==> src/rtl/gpio_event_pkg.sv <==
package gpio_event_pkg;
  localparam int NPINS  = 8;
  localparam int REG_W  = 8;
  localparam int ADDR_W = 5;
  localparam int PIN_W  = $clog2(NPINS);
  localparam int CFG_W  = 3;
  localparam int RT_W   = 2;

  localparam int CFG_OE   = 0;
  localparam int CFG_EDGE = 1;
  localparam int CFG_POL  = 2;
  localparam int RT_IRQ   = 0;
  localparam int RT_SMI   = 1;

  localparam logic [1:0] A_DOUT = 2'd0;
  localparam logic [1:0] A_DIN  = 2'd1;
  localparam logic [1:0] A_EVEN = 2'd2;
  localparam logic [1:0] A_EVST = 2'd3;

  typedef enum logic [2:0] {
    SEL_DOUT, SEL_DIN, SEL_EVEN, SEL_EVST, SEL_CFG, SEL_ROUTE, SEL_NONE
  } rdSel_e;

  typedef struct packed {
    logic             wrDout;
    logic             wrEven;
    logic             clrEvst;
    logic             wrCfg;
    logic             wrRoute;
    logic [PIN_W-1:0] pin;
    logic [REG_W-1:0] data;
  } ctrlStrobes_t;
endpackage

==> src/rtl/gpio_event_ctrl.sv <==
module gpio_event_ctrl
  import gpio_event_pkg::*;
(
  input  logic                clk,
  input  logic                rstN,
  input  logic [ADDR_W-1:0]   addr,
  input  logic                wrEn,
  input  logic [REG_W-1:0]    wrData,
  output ctrlStrobes_t        stb,
  output rdSel_e              rdSel,
  output logic [PIN_W-1:0]    rdPin
);
  logic cfgSpace;
  logic lowSpace;

  assign cfgSpace = addr[ADDR_W-1];
  assign lowSpace = (addr[ADDR_W-2:2] == '0) && !cfgSpace;
  assign rdPin    = addr[PIN_W:1];

  always_comb begin
    rdSel = SEL_NONE;
    if (cfgSpace)      rdSel = addr[0] ? SEL_ROUTE : SEL_CFG;
    else if (lowSpace) begin
      unique case (addr[1:0])
        A_DOUT:  rdSel = SEL_DOUT;
        A_DIN:   rdSel = SEL_DIN;
        A_EVEN:  rdSel = SEL_EVEN;
        default: rdSel = SEL_EVST;
      endcase
    end
  end

  always_comb begin
    stb         = '0;
    stb.pin     = rdPin;
    stb.data    = wrData;
    if (wrEn) begin
      stb.wrDout  = (rdSel == SEL_DOUT);
      stb.wrEven  = (rdSel == SEL_EVEN);
      stb.clrEvst = (rdSel == SEL_EVST);
      stb.wrCfg   = (rdSel == SEL_CFG);
      stb.wrRoute = (rdSel == SEL_ROUTE);
    end
  end

  // at most one register is written per cycle
  p_one_write_r9: assert property (@(posedge clk) disable iff (!rstN)
    $onehot0({stb.wrDout, stb.wrEven, stb.clrEvst, stb.wrCfg, stb.wrRoute}));
endmodule

==> src/rtl/gpio_event_dp.sv <==
module gpio_event_dp
  import gpio_event_pkg::*;
(
  input  logic             clk,
  input  logic             rstN,
  input  ctrlStrobes_t     stb,
  input  rdSel_e           rdSel,
  input  logic [PIN_W-1:0] rdPin,
  input  logic [NPINS-1:0] pinIn,
  output logic [NPINS-1:0] pinOut,
  output logic [NPINS-1:0] pinOe,
  output logic [REG_W-1:0] rdData,
  output logic             irq,
  output logic             smi,
  output logic             pending
);
  logic [NPINS-1:0] doutReg, evenReg, evstReg;
  logic [NPINS-1:0] sync1, sync2, prevLvl;
  logic [NPINS-1:0] evtVec, routeIrq, routeSmi, armed;
  logic [CFG_W-1:0] cfgReg [NPINS];
  logic [RT_W-1:0]  rtReg  [NPINS];
  logic [NPINS-1:0] clrMask;

  for (genvar n = 0; n < NPINS; n++) begin : g_pin
    logic activeLvl;
    always_ff @(posedge clk or negedge rstN) begin
      if (!rstN) begin
        cfgReg[n] <= '0;
        rtReg[n]  <= '0;
      end else begin
        if (stb.wrCfg   && stb.pin == PIN_W'(n)) cfgReg[n] <= stb.data[CFG_W-1:0];
        if (stb.wrRoute && stb.pin == PIN_W'(n)) rtReg[n]  <= stb.data[RT_W-1:0];
      end
    end
    assign activeLvl   = (sync2[n] == cfgReg[n][CFG_POL]);
    assign evtVec[n]   = cfgReg[n][CFG_EDGE] ? (activeLvl && (sync2[n] != prevLvl[n]))
                                             : activeLvl;
    assign pinOe[n]    = cfgReg[n][CFG_OE];
    assign routeIrq[n] = rtReg[n][RT_IRQ];
    assign routeSmi[n] = rtReg[n][RT_SMI];
  end

  assign clrMask = stb.clrEvst ? stb.data[NPINS-1:0] : '0;
  assign armed   = evstReg & evenReg;
  assign pending = |armed;
  assign pinOut  = doutReg;

  always_ff @(posedge clk or negedge rstN) begin
    if (!rstN) begin
      doutReg <= '0;
      evenReg <= '0;
      evstReg <= '0;
      sync1   <= '0;
      sync2   <= '0;
      prevLvl <= '0;
      irq     <= 1'b0;
      smi     <= 1'b0;
    end else begin
      sync1   <= pinIn;
      sync2   <= sync1;
      prevLvl <= sync2;
      evstReg <= (evstReg & ~clrMask) | evtVec;
      irq     <= |(armed & routeIrq);
      smi     <= |(armed & routeSmi);
      if (stb.wrDout) doutReg <= stb.data[NPINS-1:0];
      if (stb.wrEven) evenReg <= stb.data[NPINS-1:0];
    end
  end

  always_comb begin
    rdData = '0;
    unique case (rdSel)
      SEL_DOUT:  rdData = REG_W'(doutReg);
      SEL_DIN:   rdData = REG_W'(sync2);
      SEL_EVEN:  rdData = REG_W'(evenReg);
      SEL_EVST:  rdData = REG_W'(evstReg);
      SEL_CFG:   rdData = REG_W'(cfgReg[rdPin]);
      SEL_ROUTE: rdData = REG_W'(rtReg[rdPin]);
      default:   rdData = '0;
    endcase
  end

  // Cycles since reset, saturating, for the synchroniser window
  logic [1:0] cycSinceRst;
  always_ff @(posedge clk or negedge rstN) begin
    if (!rstN)                cycSinceRst <= '0;
    else if (cycSinceRst != 2'd2) cycSinceRst <= cycSinceRst + 2'd1;
  end

  p_sync_delay_r3: assert property (@(posedge clk) disable iff (!rstN)
    (cycSinceRst == 2'd2) |-> (sync2 == $past(pinIn, 2)));

  p_event_captured_r4: assert property (@(posedge clk) disable iff (!rstN)
    (|evtVec) |=> ((evstReg & $past(evtVec)) == $past(evtVec)));

  p_pending_needs_enable_r7: assert property (@(posedge clk) disable iff (!rstN)
    pending |-> (|evenReg));

  p_irq_after_pending_r8: assert property (@(posedge clk) disable iff (!rstN)
    $rose(irq) |-> $past(pending));

  p_smi_after_pending_r8: assert property (@(posedge clk) disable iff (!rstN)
    $rose(smi) |-> $past(pending));

  p_dout_write_r2: assert property (@(posedge clk) disable iff (!rstN)
    stb.wrDout |=> (pinOut == $past(stb.data[NPINS-1:0])));
endmodule

==> src/rtl/gpio_event_port.sv <==
module gpio_event_port
  import gpio_event_pkg::*;
(
  input  logic              clk,
  input  logic              rstN,
  input  logic [ADDR_W-1:0] addr,
  input  logic              wrEn,
  input  logic [REG_W-1:0]  wrData,
  output logic [REG_W-1:0]  rdData,
  input  logic [NPINS-1:0]  pinIn,
  output logic [NPINS-1:0]  pinOut,
  output logic [NPINS-1:0]  pinOe,
  output logic              irq,
  output logic              smi,
  output logic              pending
);
  ctrlStrobes_t     stb;
  rdSel_e           rdSel;
  logic [PIN_W-1:0] rdPin;

  gpio_event_ctrl u_ctrl (
    .clk(clk), .rstN(rstN), .addr(addr), .wrEn(wrEn), .wrData(wrData),
    .stb(stb), .rdSel(rdSel), .rdPin(rdPin)
  );

  gpio_event_dp u_dp (
    .clk(clk), .rstN(rstN), .stb(stb), .rdSel(rdSel), .rdPin(rdPin),
    .pinIn(pinIn), .pinOut(pinOut), .pinOe(pinOe), .rdData(rdData),
    .irq(irq), .smi(smi), .pending(pending)
  );
endmodule

==> config.mk <==
export PLATFORM = sky130hd
export DESIGN_NAME = gpio_event_port
export DESIGN_NICKNAME = d
export VERILOG_FILES = /design/src/rtl/gpio_event_pkg.sv /design/src/rtl/gpio_event_ctrl.sv /design/src/rtl/gpio_event_dp.sv /design/src/rtl/gpio_event_port.sv
export SDC_FILE = /design/constraint.sdc
export NUM_CORES = 1
export LEC_CHECK = 0
export BUFFER_PORTS_ARGS = -buffer_cell sky130_fd_sc_hd__buf_2
export CORE_MARGIN = 3
export CORE_UTILIZATION = 30
export CTS_CLUSTER_DIAMETER = 60
export DETAILED_ROUTE_END_ITERATION = 8
export REMOVE_ABC_BUFFERS = 1
export SETUP_SLACK_MARGIN = 0.4
export SYNTH_ARGS = -nofsm -noshare
export SYNTH_HDL_FRONTEND = slang
export SYNTH_HIERARCHICAL = 1
export SYNTH_SLANG_ARGS = --single-unit
==> constraint.sdc <==
create_clock -name clk -period 2.7 [get_ports clk]
set_input_delay 0.27 -clock clk [delete_from_list [all_inputs] [get_ports clk]]
set_output_delay 0.27 -clock clk [all_outputs]
set_load 0.03 [all_outputs]
==> results of run 1 <==
cells in the final DEF (no fill, tap or decap), drive strengths merged, types with 4 or more instances in the layout:
cell type and n:
o311ai 9, buf 57, clkbuf 12, inv 4
mux2 56, nor3 6, dfrtp 90, a32oi 6
mux4 17, nor2 10, nor2b 15, mux2i 6
nand3 14, nand4 4, nand2b 5, nand2 29
routing by layer:
layer | share of wire (%) | vias up
li1 | - | 1270
met1 | 48 | 1441
met2 | 44 | 99
met3 | 6.5 | 7
met4 | 0.84 | 0
met5 | 0 | -
final timing paths:
check                                     startpoint  cells after the start                           to  slack (ns)
min                                         pinIn[6]                      1      u_dp/sync1[6]$_DFF_PN0_        0.04
min reg2reg                  u_dp/sync1[4]$_DFF_PN0_                      0      u_dp/sync2[4]$_DFF_PN0_        0.35
max                                          addr[3]                      6                    rdData[1]        0.43
max reg2reg                u_dp/evstReg[4]$_DFF_PN0_                      3           u_dp/smi$_DFF_PN0_        1.60
max in group asynchronous                       rstN                      3  u_dp/evenReg[3]$_DFFE_PN0P_        1.43
min in group asynchronous                       rstN                      2      u_dp/sync1[1]$_DFF_PN0_        0.49
repair_timing:
item                                    CTS  global route
gates resized for setup                   1             3
hold buffers                              1             0
hold endpoints to repair                 48             0
endpoints found under the setup margin    2             2
cell families after synthesis:
| logic type | count (synthesis) | share of synthesized area, % |
|---|---|---|
| muxes | 79 | 25.39 |
| AOI/OAI and AO/OA | 24 | 4.462 |
| DFF | 90 | 51.81 |
| and+or+nand+nor | 98 | 11.89 |
| buffers and inverters | 41 | 6.448 |
where the power goes:
part / switching [mW] / internal, mW
logic: 0.391 / 0.352
clock network: 0.512 / 0.654
registers: 0.178 / 1.55
total: 1.08 / 2.55
final cells by class:
type / instances / area share (%)
flip-flops and latches: 90 / 45.67
multi-input cells: 201 / 37.07
repair buffers: 59 / 6.851
clock buffers: 11 / 4.923
well taps: 180 / 4.567
clock inverters: 5 / 0.7612
inverters: 2 / 0.1522
flip-flops by register name, summed over array words and instances (netlist names):
register	count
u_dp/cfgReg	16
u_dp/evenReg	8
u_dp/evstReg	8
u_dp/irq	1
u_dp/pinOe	8
u_dp/pinOut	8
u_dp/prevLvl	8
u_dp/routeIrq	8
u_dp/routeSmi	8
u_dp/smi	1
u_dp/sync1	8
u_dp/sync2	8
metrics by stage:
stage / hold WS [ns] / utilization (%) / cells / setup slack [ns]
after global placement: 0.3260 / 32.93 / 531 / 0.4059
after floorplan: -0.02559 / - / 293 / 0.4379
after detailed placement: 0.3347 / 32.93 / 531 / 0.3834
final: 0.03712 / 35.12 / 548 / 0.4328
after CTS: 0.02449 / 35.02 / 548 / 0.4052
after global routing: 0.02597 / 35.12 / 548 / 0.3835
==> reports/metrics.csv, run 1 <==
stage,metric,value,unit
global_routing,grt_pass1_vias,2762,
global_routing,grt_max_degree,51,
setup_path,critical_path_class,input port to output pin,
clock_tree,cts_buffer_depth,2,
drt,drc,0,
place,io_buffers,50,
clock_tree,cts_buffers,9,
timing,hold_viol,0,
place,place_congestion,0.9053,
power,irDropWorstVdd,0.3671,mV
global_routing,antenna_found_initial,0,
synth,synth_edf_count,0,
clock_tree,insertion_delay,0.34,ns
floorplanning,die_y,126.4,um
floorplanning,start_util,30.95,%
synth,synthDistinctLibCells,39,
drt,wire_per_inst,18.68,um
timing,rsz0062_at_grt,yes,
timing,min_period,2.267,ns
synth,synth_commonest_cells,"dfrtp_1, mux2_2, nand2_1",
synth,syn_inst,332,
drt,viasPerCell,5.141,
layout,regArea,0.002252,mm2
layout,syn2layout_area_growth,13.44,%
global_routing,grtUsageMet1,19.69,%
outcome,outcome,completed,
timing,fin_skew,0.006017,ns
floorplanning,fp.dieW,126.4,um
floorplanning,coreArea,0.01404,mm2
clock_tree,cts_tree,built,
clock_tree,postCtsSetupBuffers,0,
layout,layout-drive-gt1-share,39.95,%
drt,vias,2817,
global_routing,grt-ovfl-total,0,
timing,worstMarginPinSlew,0.7123,ns
hold_path,min_path_type,input port to register,
synth,synth_area,0.004347,mm2
synth,synth_ff_type,dfrtp_1,
setup_path,cpPeakStageDelay,0.53,ns
setup_path,cpMaxStageDelayCell,or3b_2,
global_routing,grt_use_total,13.07,%
drt,drtIter0Drc,193,
setup_path,critPathBufInv,2,
global_routing,grt.busiest_layer,met1,
flow_run,maxCapViolCount,0,
synth,synth.largest_area_cell,dfrtp_1,
setup_path,cpMostUsedCell,buf_2,
layout,final_area,0.004931,mm2
global_routing,grt_pass1_wl,16170,um
timing,fin_crit_sh,83.97,%
global_routing,grt_util_met2,19.15,%
drt,wl,10240,um
timing,tns,0,ns
floorplanning,io_pins,51,
timing,clock.fmax,441.1,MHz
clock_tree,cts_sinks,90,
synth,seq_area_frac_synth,51.81,%
setup_path,critPathTopFamily,simple AND/OR/NAND/NOR gates,
place,hpwl,7706,um
timing,maxSlewHeadroom,52.31,%
drt,antenna_left,0,
setup_path,cp.arrival,2.00,ns
setup_path,cp_cell_sequence,buf_2 -> nor3_1 -> nor2_2 -> or3b_2 -> o311ai_2 -> buf_2,
power,p_leak,2.176,nW
synth,syn_area_per_cell,13.09,um2
floorplanning,dieArea,0.01597,mm2
layout,diodes,0,
setup_path,crit_required,2.43,ns
drt,first_pass_iters,4,
setup_path,end_kind,output pin,
layout,finalNetCount,387,
layout,fill_cells,1390,
clock_tree,clkTransAtPathRegs,0.06,ns
synth,ys_ff_latch,90,
synth,async_flop_share,100.0,%
power,cellPowerDensity,737.3,mW/mm2
setup_path,worst-path-max-fanout,10,
place,place_area,0.004624,mm2
clock_tree,root_buffer,clkbuf_16,
power,p_total,3.636,mW
layout,multiInputGateArea,0.001828,mm2
synth,synth.area.top_cells,"dfrtp_1, mux2_2, mux4_1",
synth,yosysTopAreaCellShare,51.81,%
synth,synth_warnings,6,
timing,slew_violations,0,
global_routing,met3_usage,2.905,%
floorplanning,rows,43,
setup_path,critPathLaunchType,input port,
timing,finalSetupViolCount,0,
clock_tree,cts-htree-levels,3,
synth,post-synth-top-count-cell,dfrtp_1,
(Power assumes the default switching activity.)
==> run 2, diff against run 1 <==
clock period = 2.2 ns   (was 2.7 ns; I/O delays follow)
==> run 2 against run 1 <==
Compared with the run above: clock skew hardly changed; sequential cell count unchanged; setup slack worse by 0.37 ns; register-to-register slack worse by 0.59 ns; sequential share of layout area shrank 4.1 points; die area unchanged; critical path depth is 1 lower; critical path type is now register to output pin; largest power group unchanged.
==> reports/metrics.csv, run 2 (synthesis results as in run 1) <==
stage,metric,value,unit
drt,vias,3007,
power,p_total,4.934,mW
setup_path,critPathLaunchType,register,
global_routing,grt-ovfl-total,0,
clock_tree,clkTransAtPathRegs,0.06,ns
global_routing,grt_pass1_vias,2996,
layout,final_common_cell,dfrtp_1,
floorplanning,dieArea,0.01597,mm2
timing,clock.fmax,467.0,MHz
setup_path,cp_cell_sequence,mux4_2 -> mux2i_2 -> o22ai_1 -> o21bai_4 -> buf_6,
timing,rsz0062_at_grt,yes,
drt,antenna_left,0,
timing,finalSetupViolCount,0,
setup_path,cp.arrival,1.92,ns
place,hpwl,7932,um
layout,diodes,0,
timing,maxSlewHeadroom,63.82,%
setup_path,end_kind,output pin,
place,io_buffers,50,
setup_path,critical_path_class,register to output pin,
power,irDropWorstVdd,0.4829,mV
layout,syn2layout_area_growth,25.24,%
setup_path,cpPeakStageDelay,0.49,ns
setup_path,worst-path-max-fanout,2,
floorplanning,die_y,126.4,um
timing,fin_skew,0.006133,ns
layout,final_area,0.005444,mm2
global_routing,grt_use_total,14.28,%
power,p_int,3.514,mW
clock_tree,cts_tree,built,
layout,largest_reg_flops,16,
power,p_sw,1.420,mW
global_routing,grt_max_degree,49,
layout,layout-drive-gt1-share,49.26,%
clock_tree,cts-htree-levels,3,
global_routing,antenna_found_initial,0,
drt,drc,0,
clock_tree,cts_buffer_depth,2,
layout,top_register,u_dp/cfgReg,
drt,wire_per_inst,18.89,um
clock_tree,cts_buffers,9,
floorplanning,coreArea,0.01404,mm2
floorplanning,start_util,30.95,%
layout,mostFrequentLayoutCells,"dfrtp_1, mux2_2, buf_4",
flow_run,maxCapViolCount,0,
setup_path,crit_required,1.98,ns
timing,worstMarginPinSlew,0.5427,ns
floorplanning,rows,43,
floorplanning,io_pins,51,
layout,fill_cells,1326,
drt,drtIter0Drc,245,
power,p_seq_share,42.8,%
layout,finalNetCount,427,
place,place_area,0.004677,mm2
layout,fin_util,38.77,%
timing,min_period,2.141,ns
timing,fin_crit_sh,97.33,%
drt,viasPerCell,5.114,
clock_tree,root_buffer,clkbuf_16,
setup_path,critPathTopFamily,multiplexers,
setup_path,r2r_slack,1.01,ns
timing,slew_violations,0,
outcome,outcome,completed,
place,place_congestion,0.9570,
drt,wl,11110,um
setup_path,cpMaxStageDelayCell,mux4_2,
power,swShare,28.78,%
clock_tree,cts_sinks,90,
power,combPwrFrac,23.1,%
timing,hold_viol,0,
power,cellPowerDensity,906.3,mW/mm2
power,p_clk_share,34.0,%
floorplanning,fp.dieW,126.4,um
setup_path,critPathBufInv,1,
power,p_leak,2.400,nW
timing,tns,0,ns
global_routing,grt_pass1_wl,17550,um
drt,first_pass_iters,4,
clock_tree,insertion_delay,0.35,ns
hold_path,min_path_type,input port to register,
[run 2: layout make-up]
class                   instances  area, um2  share of cell area (%)
clock buffers                  11      242.7                   4.459
multi-input cells             201       1894                   34.80
inverters                       2      7.507                  0.1379
clock inverters                 5      85.08                   1.563
flip-flops and latches         90       2261                   41.53
well taps                     180      225.2                   4.137
repair buffers                 99      728.2                   13.38
[run 2: final timing paths]
kind / end / start / cells past startpoint
setup / recovery: rdData[0] / u_dp/pinOe[7]$_DFFE_PN0P_ / 5
hold / removal: u_dp/evenReg[3]$_DFFE_PN0P_ / wrData[3] / 2
setup reg to reg: u_dp/smi$_DFF_PN0_ / u_dp/evstReg[4]$_DFF_PN0_ / 4
hold reg to reg: u_dp/sync2[0]$_DFF_PN0_ / u_dp/sync1[0]$_DFF_PN0_ / 0
max in group asynchronous: u_dp/evenReg[7]$_DFFE_PN0P_ / rstN / 3
min in group asynchronous: u_dp/pinOe[0]$_DFFE_PN0P_ / rstN / 2
[run 2: repair_timing]
| item | 4_1_cts | 5_1_grt |
|---|---|---|
| hold buffers | 9 | 0 |
| endpoints found under the hold margin | 50 | 0 |
| gates cloned | 0 | 0 |
| buffers inserted | 16 | 9 |
| pin swaps | 4 | 4 |
| resized for setup | 42 | 13 |
| setup endpoints to repair | 8 | 9 |
[run 2: per-layer routing]
layer	up-vias	GRT usage, %	part of all wire (%)
li1	1351	-	-
met1	1542	20.98	48
met2	94	20.45	45
met3	20	3.832	5.4
met4	0	4.795	2.1
met5	-	0	0
[run 2: worst reg2reg max path, delay by kind of cell (launching register included)]
kind | cells | cell delay, ns
buffers and inverters | 1 | 0.15
AND/OR/NAND/NOR | 2 | 0.30
flip-flops | 1 | 0.44
AO/OA/AOI/OAI | 1 | 0.14
[run 2: stage by stage]
| step | hold WS (ns) | setup WS (ns) | instances |
|---|---|---|---|
| finish | 0.1519 | 0.05872 | 588 |
| global route | 0.1576 | 0.02336 | 588 |
| CTS | 0.1408 | 0.06676 | 579 |
| detailed placement | 0.2487 | 0.05444 | 538 |
| global placement | 0.2453 | 0.08608 | 538 |
| floorplan | -0.07559 | 0.03788 | 293 |
[run 2: power by group through the flow]
stage          Sequential, mW  Clock [mW]  Combinational [mW]
2_1_floorplan            2.21           0               0.475
3_3_place_gp             2.14           0               0.901
3_5_place_dp             2.15           0               0.923
4_1_cts                  2.11        1.72                1.11
5_1_grt                  2.14        1.79                1.22
6_report                 2.11        1.68                1.14
